==> config.mk <==
export PLATFORM = sky130hd
export DESIGN_NAME = gpio_port_mm
export DESIGN_NICKNAME = d
export VERILOG_FILES = /design/src/rtl/gpio_port_pkg.sv /design/src/rtl/gpio_bus_decode.sv /design/src/rtl/gpio_in_sync.sv /design/src/rtl/gpio_reg_bank.sv /design/src/rtl/gpio_port_mm.sv
export SDC_FILE = /design/constraint.sdc
export NUM_CORES = 1
export LEC_CHECK = 0
export CORE_ASPECT_RATIO = 0.5
export CORE_MARGIN = 2
export CORE_UTILIZATION = 46
export CTS_CLUSTER_SIZE = 24
export DETAILED_ROUTE_END_ITERATION = 10
export PLACE_DENSITY = 0.95
export SYNTH_ARGS = -nofsm -noshare
export SYNTH_HDL_FRONTEND = slang
export SYNTH_SLANG_ARGS = --single-unit
==> constraint.sdc <==
create_clock -name clk -period 3.8 [get_ports clk]
set_clock_uncertainty 0.05 [all_clocks]
set_input_delay 0.38 -clock clk [delete_from_list [all_inputs] [get_ports clk]]
set_output_delay 0.38 -clock clk [all_outputs]
set_load 0.005 [all_outputs]
==> src/rtl/gpio_port_pkg.sv <==
package gpio_port_pkg;

   // Byte distance between the data register and the direction register.
   localparam int unsigned GPIO_REG_STRIDE = 4;

   // Qualified access strobes produced by the bus decoder.
   typedef struct packed {
      logic wr_dat;
      logic wr_dir;
      logic rd_dat;
      logic rd_dir;
   } gpio_sel_t;

endpackage

==> src/rtl/gpio_bus_decode.sv <==
module gpio_bus_decode
   import gpio_port_pkg::*;
#(
   parameter int unsigned        ADDR_W    = 32,
   parameter logic [ADDR_W-1:0]  BASE_ADDR = '0
) (
   input  logic              clk,
   input  logic              rst_n,
   input  logic              bus_en,
   input  logic              bus_rnw,
   input  logic [ADDR_W-1:0] bus_addr,
   output gpio_sel_t         sel
);

   localparam logic [ADDR_W-1:0] DAT_ADDR = BASE_ADDR;
   localparam logic [ADDR_W-1:0] DIR_ADDR = BASE_ADDR + ADDR_W'(GPIO_REG_STRIDE);

   generate
      if (ADDR_W < 3) begin : g_bad_addr_w
         $error("gpio_bus_decode: ADDR_W must be at least 3");
      end
      if (BASE_ADDR[1:0] != 2'b00) begin : g_bad_base
         $error("gpio_bus_decode: BASE_ADDR must be word aligned");
      end
   endgenerate

   logic hit_dat;
   logic hit_dir;

   // Full-width compare on every address bit.
   assign hit_dat = (bus_addr == DAT_ADDR);
   assign hit_dir = (bus_addr == DIR_ADDR);

   always_comb begin
      sel.wr_dat = bus_en & ~bus_rnw & hit_dat;
      sel.wr_dir = bus_en & ~bus_rnw & hit_dir;
      sel.rd_dat = bus_en &  bus_rnw & hit_dat;
      sel.rd_dir = bus_en &  bus_rnw & hit_dir;
   end

   // at most one qualified strobe at a time
   p_one_strobe_r7: assert property (@(posedge clk) disable iff (!rst_n)
      $onehot0(sel));

   // no strobe without the master enable
   p_strobe_needs_en_r7: assert property (@(posedge clk) disable iff (!rst_n)
      !bus_en |-> (sel == '0));

endmodule

==> src/rtl/gpio_in_sync.sv <==
module gpio_in_sync #(
   parameter int unsigned W      = 32,
   parameter int unsigned STAGES = 2
) (
   input  logic         clk,
   input  logic         rst_n,
   input  logic [W-1:0] d,
   output logic [W-1:0] q
);

   localparam int unsigned CNT_W = $clog2(STAGES + 1);

   generate
      if (STAGES < 2) begin : g_bad_stages
         $error("gpio_in_sync: STAGES must be at least 2");
      end
   endgenerate

   logic [W-1:0] stage_q [STAGES];

   generate
      for (genvar s = 0; s < STAGES; s++) begin : g_stage
         if (s == 0) begin : g_first
            always_ff @(posedge clk) begin
               if (!rst_n) stage_q[s] <= '0;
               else        stage_q[s] <= d;
            end
         end else begin : g_next
            always_ff @(posedge clk) begin
               if (!rst_n) stage_q[s] <= '0;
               else        stage_q[s] <= stage_q[s-1];
            end
         end
      end
   endgenerate

   assign q = stage_q[STAGES-1];

   // Cycles since reset, saturating; gates the latency check below.
   logic [CNT_W-1:0] since_rst;
   always_ff @(posedge clk) begin
      if (!rst_n)                          since_rst <= '0;
      else if (since_rst != CNT_W'(STAGES)) since_rst <= since_rst + 1'b1;
   end

   generate
      if (STAGES == 2) begin : g_lat_chk
         // output equals input from exactly two edges earlier
         p_sync_delay_r5: assert property (@(posedge clk) disable iff (!rst_n)
            (since_rst == CNT_W'(STAGES)) |-> (q == $past(d, 2)));
      end
   endgenerate

endmodule

==> src/rtl/gpio_reg_bank.sv <==
module gpio_reg_bank
   import gpio_port_pkg::*;
#(
   parameter int unsigned PIN_W  = 32,
   parameter int unsigned DATA_W = 32
) (
   input  logic              clk,
   input  logic              rst_n,
   input  gpio_sel_t         sel,
   input  logic [DATA_W-1:0] wdata,
   input  logic [PIN_W-1:0]  pin_sync,
   output logic [PIN_W-1:0]  dir_q,
   output logic [PIN_W-1:0]  lat_q,
   output logic [DATA_W-1:0] rdata
);

   generate
      if (PIN_W < 1 || PIN_W > DATA_W) begin : g_bad_pin_w
         $error("gpio_reg_bank: PIN_W must lie in 1..DATA_W");
      end
   endgenerate

   logic [PIN_W-1:0] wr_val;
   logic [PIN_W-1:0] dat_view;
   logic [PIN_W-1:0] rd_pins;

   assign wr_val = wdata[PIN_W-1:0];

   always_ff @(posedge clk) begin
      if (!rst_n) begin
         dir_q <= '0;
         lat_q <= '0;
      end else begin
         if (sel.wr_dir) dir_q <= wr_val;
         if (sel.wr_dat) lat_q <= wr_val;
      end
   end

   // Per-bit source choice for a data read.
   generate
      for (genvar i = 0; i < PIN_W; i++) begin : g_view
         assign dat_view[i] = dir_q[i] ? lat_q[i] : pin_sync[i];
      end
   endgenerate

   always_comb begin
      if (sel.rd_dat)      rd_pins = dat_view;
      else if (sel.rd_dir) rd_pins = dir_q;
      else                 rd_pins = '0;
   end

   generate
      if (PIN_W == DATA_W) begin : g_full
         assign rdata = rd_pins;
      end else begin : g_pad
         assign rdata = {{(DATA_W-PIN_W){1'b0}}, rd_pins};
      end
   endgenerate

   // direction write lands on the next edge
   p_dir_write_r2: assert property (@(posedge clk) disable iff (!rst_n)
      sel.wr_dir |=> (dir_q == $past(wr_val)));

   // data write lands in the latch on the next edge
   p_lat_write_r3: assert property (@(posedge clk) disable iff (!rst_n)
      sel.wr_dat |=> (lat_q == $past(wr_val)));

   // a read leaves both registers untouched
   p_read_no_change_r7: assert property (@(posedge clk) disable iff (!rst_n)
      (sel.rd_dat || sel.rd_dir) |=> ($stable(dir_q) && $stable(lat_q)));

endmodule

==> src/rtl/gpio_port_mm.sv <==
module gpio_port_mm
   import gpio_port_pkg::*;
#(
   parameter int unsigned       PIN_W       = 32,
   parameter int unsigned       ADDR_W      = 32,
   parameter int unsigned       DATA_W      = 32,
   parameter int unsigned       SYNC_STAGES = 2,
   parameter logic [ADDR_W-1:0] BASE_ADDR   = 32'h4000_1000
) (
   input  logic              clk,
   input  logic              rst_n,
   input  logic              bus_en,
   input  logic              bus_rnw,
   input  logic [ADDR_W-1:0] bus_addr,
   input  logic [DATA_W-1:0] bus_wdata,
   output logic [DATA_W-1:0] bus_rdata,
   input  logic [PIN_W-1:0]  pin_in,
   input  logic [PIN_W-1:0]  pin_drv,
   output logic [PIN_W-1:0]  pin_out,
   output logic [PIN_W-1:0]  pin_oe
);

   gpio_sel_t        sel;
   logic [PIN_W-1:0] pin_level;
   logic [PIN_W-1:0] pin_sync;
   logic [PIN_W-1:0] dir_q;
   logic [PIN_W-1:0] lat_q;

   gpio_bus_decode #(
      .ADDR_W    (ADDR_W),
      .BASE_ADDR (BASE_ADDR)
   ) u_dec (
      .clk      (clk),
      .rst_n    (rst_n),
      .bus_en   (bus_en),
      .bus_rnw  (bus_rnw),
      .bus_addr (bus_addr),
      .sel      (sel)
   );

   // Pin slices: pull-up model on the way in, gated drive on the way out.
   generate
      for (genvar i = 0; i < PIN_W; i++) begin : g_pin
         assign pin_level[i] = pin_drv[i] ? pin_in[i] : 1'b1;
         assign pin_out[i]   = lat_q[i] & dir_q[i];
         assign pin_oe[i]    = dir_q[i];
      end
   endgenerate

   gpio_in_sync #(
      .W      (PIN_W),
      .STAGES (SYNC_STAGES)
   ) u_sync (
      .clk   (clk),
      .rst_n (rst_n),
      .d     (pin_level),
      .q     (pin_sync)
   );

   gpio_reg_bank #(
      .PIN_W  (PIN_W),
      .DATA_W (DATA_W)
   ) u_regs (
      .clk      (clk),
      .rst_n    (rst_n),
      .sel      (sel),
      .wdata    (bus_wdata),
      .pin_sync (pin_sync),
      .dir_q    (dir_q),
      .lat_q    (lat_q),
      .rdata    (bus_rdata)
   );

   // no enabled write means no change at the pins
   p_idle_pins_stable_r7: assert property (@(posedge clk) disable iff (!rst_n)
      !(bus_en && !bus_rnw) |=> ($stable(pin_oe) && $stable(pin_out)));

   // read data is zero without the master enable
   p_idle_rdata_zero_r7: assert property (@(posedge clk) disable iff (!rst_n)
      !bus_en |-> (bus_rdata == '0));

   // an input pin is never driven high
   p_input_undriven_r8: assert property (@(posedge clk) disable iff (!rst_n)
      ((pin_out & ~pin_oe) == '0));

endmodule

; Word level (Yosys, flattened, before mapping)
; Memory sizes are Yosys's and may differ from the RTL's.
; Cells that the tools add are included.
[op_classes]
add_sub_neg = 0
n_div = 0
order_cmp = 0
shift = 0
eq_ne = 2
n_mux = 70
mul = 0
n_reduce_logical = 0
n_bitwise = 41
[ops]
columns = op, n
row1 = $mux 32, 4
row2 = $mux 1, 66
row3 = $eq 32x31->1 const B, 2
row4 = $and 1x1->1, 38
row5 = $or 1x1->1, 2
row6 = $not 1->1, 1
[totals]
word_cells = 116
ramBits = 64
output_inout_bits = 96
n_memories = 1
in_bits = 132
register_bits = 64
latch_bits = 0
romBits = 0
[memory_table]
columns = memory, words, width, rd, rd_ports_with_merged_regs, wr, line
row1 = u_sync.stage_q, 2, 32, 2, 0, 2, gpio_in_sync.sv:19  ; logic [W-1:0] stage_q [STAGES];

; Logic depth before layout (Yosys ltp)
; Gate-level depths: netlist of run 1.
[logic_depth]
ltp_word = 4
mapped_depth = 6
mapped_depth_nobuf = 4

; By module
; A second synthesis of run 1 with hierarchy kept.
[hier_totals]
hier_cells = 528
area_unflattened_um2 = 5657.9
[modules_own_cells]
columns = module, area_each_um2, seq_area_each_um2, cells_per_inst, n_inst
row1 = gpio_reg_bank, 3298.2, 1281.2, 313, 1
row2 = gpio_in_sync, 1791.7, 1281.2, 134, 1
row3 = gpio_port_mm, 400.4, 0.0, 64, 1
row4 = gpio_bus_decode, 167.7, 0.0, 17, 1

; Worst setup path before layout of run 1
; Ideal clock, no wire load.
[synth_timing]
path_kind = input port to output port
from = input port bus_addr[10]
to = output port bus_rdata[11]
required_ns = 3.370
setup_slack_ns = 1.919
cell_stages = 5
n_path_buf = 1
arrival_time_ns = 1.451
cell_sequence = nor4b_2 > and4_2 > nand4_1 > clkbuf_1 > a21oi_1
[synth_via]
elab_chain_cells = 4
elab_cells_between_ends = 6
classes_between = eq/ne: 2 / mux: 2 / bitwise: 2
[synth_rtl]
columns = element, line
row1 = "start, declared", gpio_port_mm.sv:14  ; input logic [ADDR_W-1:0] bus_addr,
row2 = $eq 32x31->1, gpio_bus_decode.sv:32  ; assign hit_dir = (bus_addr == DIR_ADDR);
row3 = $and 1x1->1, gpio_bus_decode.sv:38  ; sel.rd_dir = bus_en & bus_rnw & hit_dir;
row4 = $mux 32, gpio_reg_bank.sv:48  ; else if (sel.rd_dir) rd_pins = dir_q;
row5 = $mux 32 (*), gpio_reg_bank.sv:47  ; if (sel.rd_dat) rd_pins = dat_view;
row6 = "end, declared", gpio_port_mm.sv:16  ; output logic [DATA_W-1:0] bus_rdata,
; Every way passes the cells marked *; elsewhere a longest branch is shown, timed or not.

; Worst setup path in the final report of run 1
[layout_timing]
from = input port bus_addr[30]
to = output port bus_rdata[27]
; The elaborated chain is that of the path after synthesis.

==> metrics.yaml, run 1 <==
io_pins: 228
crit_type: "input pin to primary output"
cts_inserted_buffers: 17
ys_ff_latch: 128
antenna_left: 0
tightest_slew_ns: 1.05
avgSynthCellArea_sq_um: 9.35
synth_compound_area_share_pct: 10.6
place_congestion: 0.833
worstSkewPairLatency_ns: 0.39
combPwrFrac_pct: 7.4
design.die.area_sq_mm: 0.0124
port_buffers: 227
arrival_ns: 2.60
swShare_pct: 19.5
finalInstanceArea_sq_mm: 0.00813
cts_num_sinks: 128
p_switching_uw: 628
grt_max_degree: 103
dp_hpwl_um: 10000
synth_top_family_by_area: "simple AND/OR/NAND/NOR gates"
cts_resized: 0
setup_viol_count_final: 0
grt_pass1_vias: 4660
area_delta_synth_final_pct: 54.4
wl_per_cell_um: 15.9
pwr-share-seq_pct: 43.4
remaining_drc_errors: 0
drt_iter0_markers: 162
power.internal_uw: 2580
syn_nets: 695
crit_fanout: 15
core_area_sq_mm: 0.0111
cts_setup_buffers: 0
ys_seq_area_share_pct: 48.7
critical_path.max_stage_delay_ns: 0.57
slew_violations: 0
synth_area_leaders: "dfxtp_1 49%, mux2i_1 12%, and2_1 7.6%, nand2_1 6.8%, or3b_2 5.3%"
crit_required_ns: 3.37
rsz0062_at_grt: "no"
max_cap_viol_count: 0
synthAdderAreaFrac_pct: 0
yosys.area_share.simple_pct: 22.4
grt_pass1_wl_um: 23000
synth_cell_type_count: 23
synthXorXnorAreaFrac_pct: 0
power.share.clock_pct: 49.2
power.leakage_uw: 0.00325
ys_warn_count: 0
fin_crit_sh_pct: 79.9
fmax_ghz: 0.330
synth_top_cell_by_area: "dfxtp_1"
cp_slowest_cell: "nor3b_1"
cts_tree: "yes"
row_count: 27
first_pass_iters: 5
setup_tns_ns: 0
fin_crit_ns: 3.03
drive_above_1_share_pct: 8.99
hold_viol: 0
syn_inst: 563
cts_hold_buffers: 0
grt_antenna_before_repair: 0
via_per_inst: 5.02
fp.dieH_um: 79.7
peakVddDrop_mv: 0.314
yosysTopAreaCellShare_pct: 48.7
die_w_um: 155
grt.overflow.total: 0
slew_headroom_pct: 30.2
crit_top_cell: "clkdlybuf4s50_1"
status: "finished clean"
clk_pin_slew_ns: 0.05
setup.worst_path.end_class: "primary output"
ff2ff_setup_slack_ns: 2.99
p_per_area_mw_per_mm2: 395
start_util_pct: 47.5
track_usage_pct: 23.7
clockBufferDepth: 2
synth_mux_area_share_pct: 12.2
num_vias: 4695
place_area_sq_mm: 0.00755
final_nets: 911
finalWirelength_um: 14900
critPathLaunchType: "input pin"
n_antenna_cell: 0
hp-class: "register to register"
cp_cell_sequence: "clkdlybuf4s50_1 > nor3b_1 > nand4_1 > buf_4 > a21oi_1 > clkdlybuf4s50_1"
netlist_area_sq_mm: 0.00527
htree_levels: 4
cts_root_buf: "clkbuf_16"
## through the flow
stage | hold WS (ns) | setup slack (ns) | std cells | utilization (%) | power (uW)
5_1_grt | 0.389 | 0.656 | 935 | 73.4 | 3330
2_1_floorplan | 0.362 | 1.92 | 563 | - | 1500
3_5_place_dp | 0.368 | 0.852 | 905 | 68.1 | 1650
6_report | 0.377 | 0.765 | 935 | 73.4 | 3210
3_3_place_gp | 0.363 | 0.942 | 905 | 68.1 | 1650
4_1_cts | 0.380 | 0.745 | 935 | 73.4 | 3240
## Yosys cell counts
| cell type | n |
|---|---|
| dfxtp_1 | 128 |
| nand2_1 | 96 |
| and2_1 | 64 |
| mux2i_1 | 64 |
| a21boi_0 | 32 |
| a21oi_1 | 32 |
| inv_1 | 32 |
| o21ai_0 | 32 |
| or3b_2 | 32 |
| clkbuf_1 | 27 |
| buf_12 | 4 |
| buf_2 | 4 |
| nor4_1 | 4 |
| nor2_1 | 2 |
| nor4b_2 | 2 |
| and4_1 | 1 |
| and4_2 | 1 |
| and4_4 | 1 |
| nand4_1 | 1 |
| nand4_4 | 1 |
| nor2b_1 | 1 |
| nor3_1 | 1 |
| nor3b_1 | 1 |
## area by class of cell
class	instances	area (sq um)
sequential	128	2560
clock inverter	5	77.6
clock buffer	25	505
inverter	32	120
timing repair buffer	232	2300
multi-input combinational	368	2380
fill	756	2950
tap	145	181
## cells in the final DEF, fill, tap and decap left out, types with 2 or more instances in the layout
master and count:
mux2i_1 64, nor2_1 2, clkdlybuf4s50_1 225, o21ai_0 32, a21boi_0 32, inv_1 32
bufinv_16 2, nor4b_2 2, or3b_2 32, clkinv_2 2, clkbuf_8 5, nor4_1 4
dfxtp_1 128, and2_1 64, buf_4 6, a21oi_1 32, clkbuf_1 3, clkbuf_16 17
nand2_1 96
## metal layers
metal / up-vias / share of wire [%] / global-route usage, %
li1: 2298 / - / -
met1: 2194 / 39 / 25.1
met2: 152 / 52 / 44.2
met3: 51 / 4.5 / 5.97
met4: 0 / 3.8 / 12.5
met5: - / 0 / 0
## critical path, delay by kind of cell
family	cells	cell delay [ns]
buffers and inverters	3	1.23
AND/OR/NAND/NOR	2	0.80
AO/OA/AOI/OAI	1	0.18
## worst paths after layout
path	end	cells after the start	startpoint
hold reg to reg	u_sync.stage_q[1][26]$_SDFF_PN0_	1	u_sync.stage_q[0][26]$_SDFF_PN0_
setup reg to reg	u_regs.lat_q[19]$_SDFFE_PN0P_	2	u_regs.lat_q[19]$_SDFFE_PN0P_
setup / recovery	bus_rdata[27]	6	bus_addr[30]
hold / removal	u_sync.stage_q[1][26]$_SDFF_PN0_	1	u_sync.stage_q[0][26]$_SDFF_PN0_
## kinds of logic (layout without fill, tap and decap cells)
family	count (synthesis)	after routing
buf+inv	67	294
compound gates	96	96
flops	128	128
simple gates	208	208
mux	64	64
## flip-flops by register name, summed over array words and instances, names as in the netlist
register	cells
u_regs.lat_q	32
u_sync.stage_q	64
u_regs.dir_q	32
## power groups by stage
stage | registers (uW) | clock network (uW) | logic [uW]
2_1_floorplan | 1420 | 0 | 83.1
3_3_place_gp | 1420 | 0 | 228
3_5_place_dp | 1420 | 0 | 234
4_1_cts | 1390 | 1600 | 239
5_1_grt | 1390 | 1680 | 258
6_report | 1390 | 1580 | 238
Note: power is estimated with default switching activity, not from simulation.
==> inputs of run 2 (changes only) <==
--- a/config.mk
+++ b/config.mk
@@ -7,10 +7,10 @@
 export LEC_CHECK = 0
 export CORE_ASPECT_RATIO = 0.5
 export CORE_MARGIN = 2
-export CORE_UTILIZATION = 46
+export CORE_UTILIZATION = 38
 export CTS_CLUSTER_SIZE = 24
 export DETAILED_ROUTE_END_ITERATION = 10
-export PLACE_DENSITY = 0.95
+export PLACE_DENSITY = 0.86
 export SYNTH_ARGS = -nofsm -noshare
 export SYNTH_HDL_FRONTEND = slang
 export SYNTH_SLANG_ARGS = --single-unit
==> constraint.sdc (replaced) <==
create_clock -name clk -period 2.65 [get_ports clk]
set_clock_uncertainty 0.05 [all_clocks]
set_input_delay 0.265 -clock clk [delete_from_list [all_inputs] [get_ports clk]]
set_output_delay 0.265 -clock clk [all_outputs]
set_load 0.005 [all_outputs]
==> metrics.yaml, run 2 (same netlist as run 1, synthesis figures left out) <==
largest_reg_flops: 64
die_w_um: 170
port_buffers: 227
num_vias: 4774
wl_per_cell_um: 15.9
crit_type: "input pin to primary output"
p_per_area_mw_per_mm2: 564
place_area_sq_mm: 0.00773
regMostFlops: "u_sync.stage_q"
final_nets: 920
setup_viol_count_final: 0
reg.largest.list: "u_sync.stage_q (64), u_regs.dir_q (32), u_regs.lat_q (32)"
crit_required_ns: 2.34
clockBufferDepth: 2
cts_inserted_buffers: 17
setup_tns_ns: 0
slew_headroom_pct: 54.6
place_congestion: 0.797
pwr-share-seq_pct: 41.7
arrival_ns: 2.13
slew_violations: 0
fin_crit_ns: 2.45
peakVddDrop_mv: 0.333
remaining_drc_errors: 0
hp-class: "input pin to register"
rsz0062_at_grt: "no"
whs_path_depth: 3
layout_commonest_cell: "clkdlybuf4s50_1"
layout_common_cells: "193 x clkdlybuf4s50_1, 128 x dfxtp_1, 96 x nand2_1"
track_usage_pct: 20.6
drt_iter0_markers: 182
critPathLaunchType: "input pin"
crit_fanout: 16
power.share.clock_pct: 50.9
finalWirelength_um: 15800
grt.overflow.total: 0
tightest_slew_ns: 0.682
cts_tree: "yes"
worstSkewPairLatency_ns: 0.41
grt_antenna_before_repair: 0
hold_viol: 0
drive_above_1_share_pct: 11.1
cts_root_buf: "clkbuf_16"
combPwrFrac_pct: 7.4
fin_crit_sh_pct: 92.3
ff2ff_path_depth: 2
cts_num_sinks: 128
area_delta_synth_final_pct: 61.2
setup.worst_path.end_class: "primary output"
dp_hpwl_um: 10900
fp.dieH_um: 87.2
first_pass_iters: 4
row_count: 30
io_pins: 228
antenna_left: 0
grt_pass1_vias: 4786
n_antenna_cell: 0
holdWs_ns: 0.351
htree_levels: 4
swShare_pct: 21.1
core_area_sq_mm: 0.0136
start_util_pct: 38.9
status: "finished clean"
power.internal_uw: 3770
fmax_ghz: 0.409
via_per_inst: 4.81
max_cap_viol_count: 0
p_switching_uw: 1010
grt_max_degree: 74
cts_hold_buffers: 0
design.die.area_sq_mm: 0.0149
clk_pin_slew_ns: 0.06
grt_pass1_wl_um: 23900
power.leakage_uw: 0.00393
finalInstanceArea_sq_mm: 0.00849
run 2: changes by cell type in the layout (fill, tap and decap cells not counted), sizes merged, moves of 3 or more:
cell / previous run / this run
clkbuf: 25 / 21
dlymetal6s2s: 0 / 31
buf: 7 / 15
inv: 32 / 35
clkdlybuf4s50: 225 / 193
run 2: repair_timing:
| action | 4_1_cts | 5_1_grt |
|---|---|---|
| resized for setup | 2 | 35 |
| buffers inserted | 0 | 1 |
| cloned | 0 | 1 |
| setup endpoints to repair | 2 | 31 |
| pin swaps | 0 | 6 |
run 2: worst max-delay path, cell delays in order:
cell             delay, ns
clkdlybuf4s50_1       0.43
nor4b_2               0.28
and4_2                0.27
nand4_1               0.09
buf_4                 0.17
clkbuf_16             0.19
a21oi_1               0.15
dlygate4sd2_1         0.27
run 2: per-layer routing:
| metal | up-vias | global-route usage, % | part of all wire (%) | routed length, um |
|---|---|---|---|---|
| li1 | 2312 | - | - | - |
| met1 | 2288 | 22.3 | 41 | 6400 |
| met2 | 127 | 38.6 | 52 | 8240 |
| met3 | 47 | 5.09 | 3.8 | 594 |
| met4 | 0 | 9.63 | 3.5 | 554 |
| met5 | - | 0 | 0 | 0 |
run 2: power groups by stage:
stage | clock, uW | combinational, uW | sequential [uW]
2_1_floorplan | 0 | 119 | 2030
3_3_place_gp | 0 | 339 | 2040
3_5_place_dp | 0 | 346 | 2040
4_1_cts | 2460 | 350 | 2000
5_1_grt | 2570 | 382 | 2000
6_report | 2440 | 353 | 2000
run 2: layout make-up:
type                    instances  area [sq um]
clock buffers                  20           467
clock inverters                11           154
fillers                      1050          5060
inverters                      32           120
multi-input cells             368          2410
flip-flops and latches        128          2560
well taps                     192           240
repair buffers                241          2540
run 2: worst paths after layout:
kind	slack [ns]	end	startpoint
max reg2reg	1.87	u_regs.dir_q[5]$_SDFFE_PN0P_	u_regs.dir_q[5]$_SDFFE_PN0P_
min reg2reg	0.38	u_sync.stage_q[1][18]$_SDFF_PN0_	u_sync.stage_q[0][18]$_SDFF_PN0_
max	0.20	bus_rdata[13]	bus_addr[10]
min	0.35	u_sync.stage_q[0][30]$_SDFF_PN0_	pin_in[30]
run 2: per-stage QoR:
step,setup WS (ns),cells,total power [uW],util [%]
after floorplan,0.999,563,2150,-
after global placement,0.0246,959,2370,57.1
after detailed placement,-0.0125,959,2380,57.1
after CTS,0.00754,990,4810,61.7
after global routing,0.139,992,4950,62.6
final,0.203,992,4790,62.6
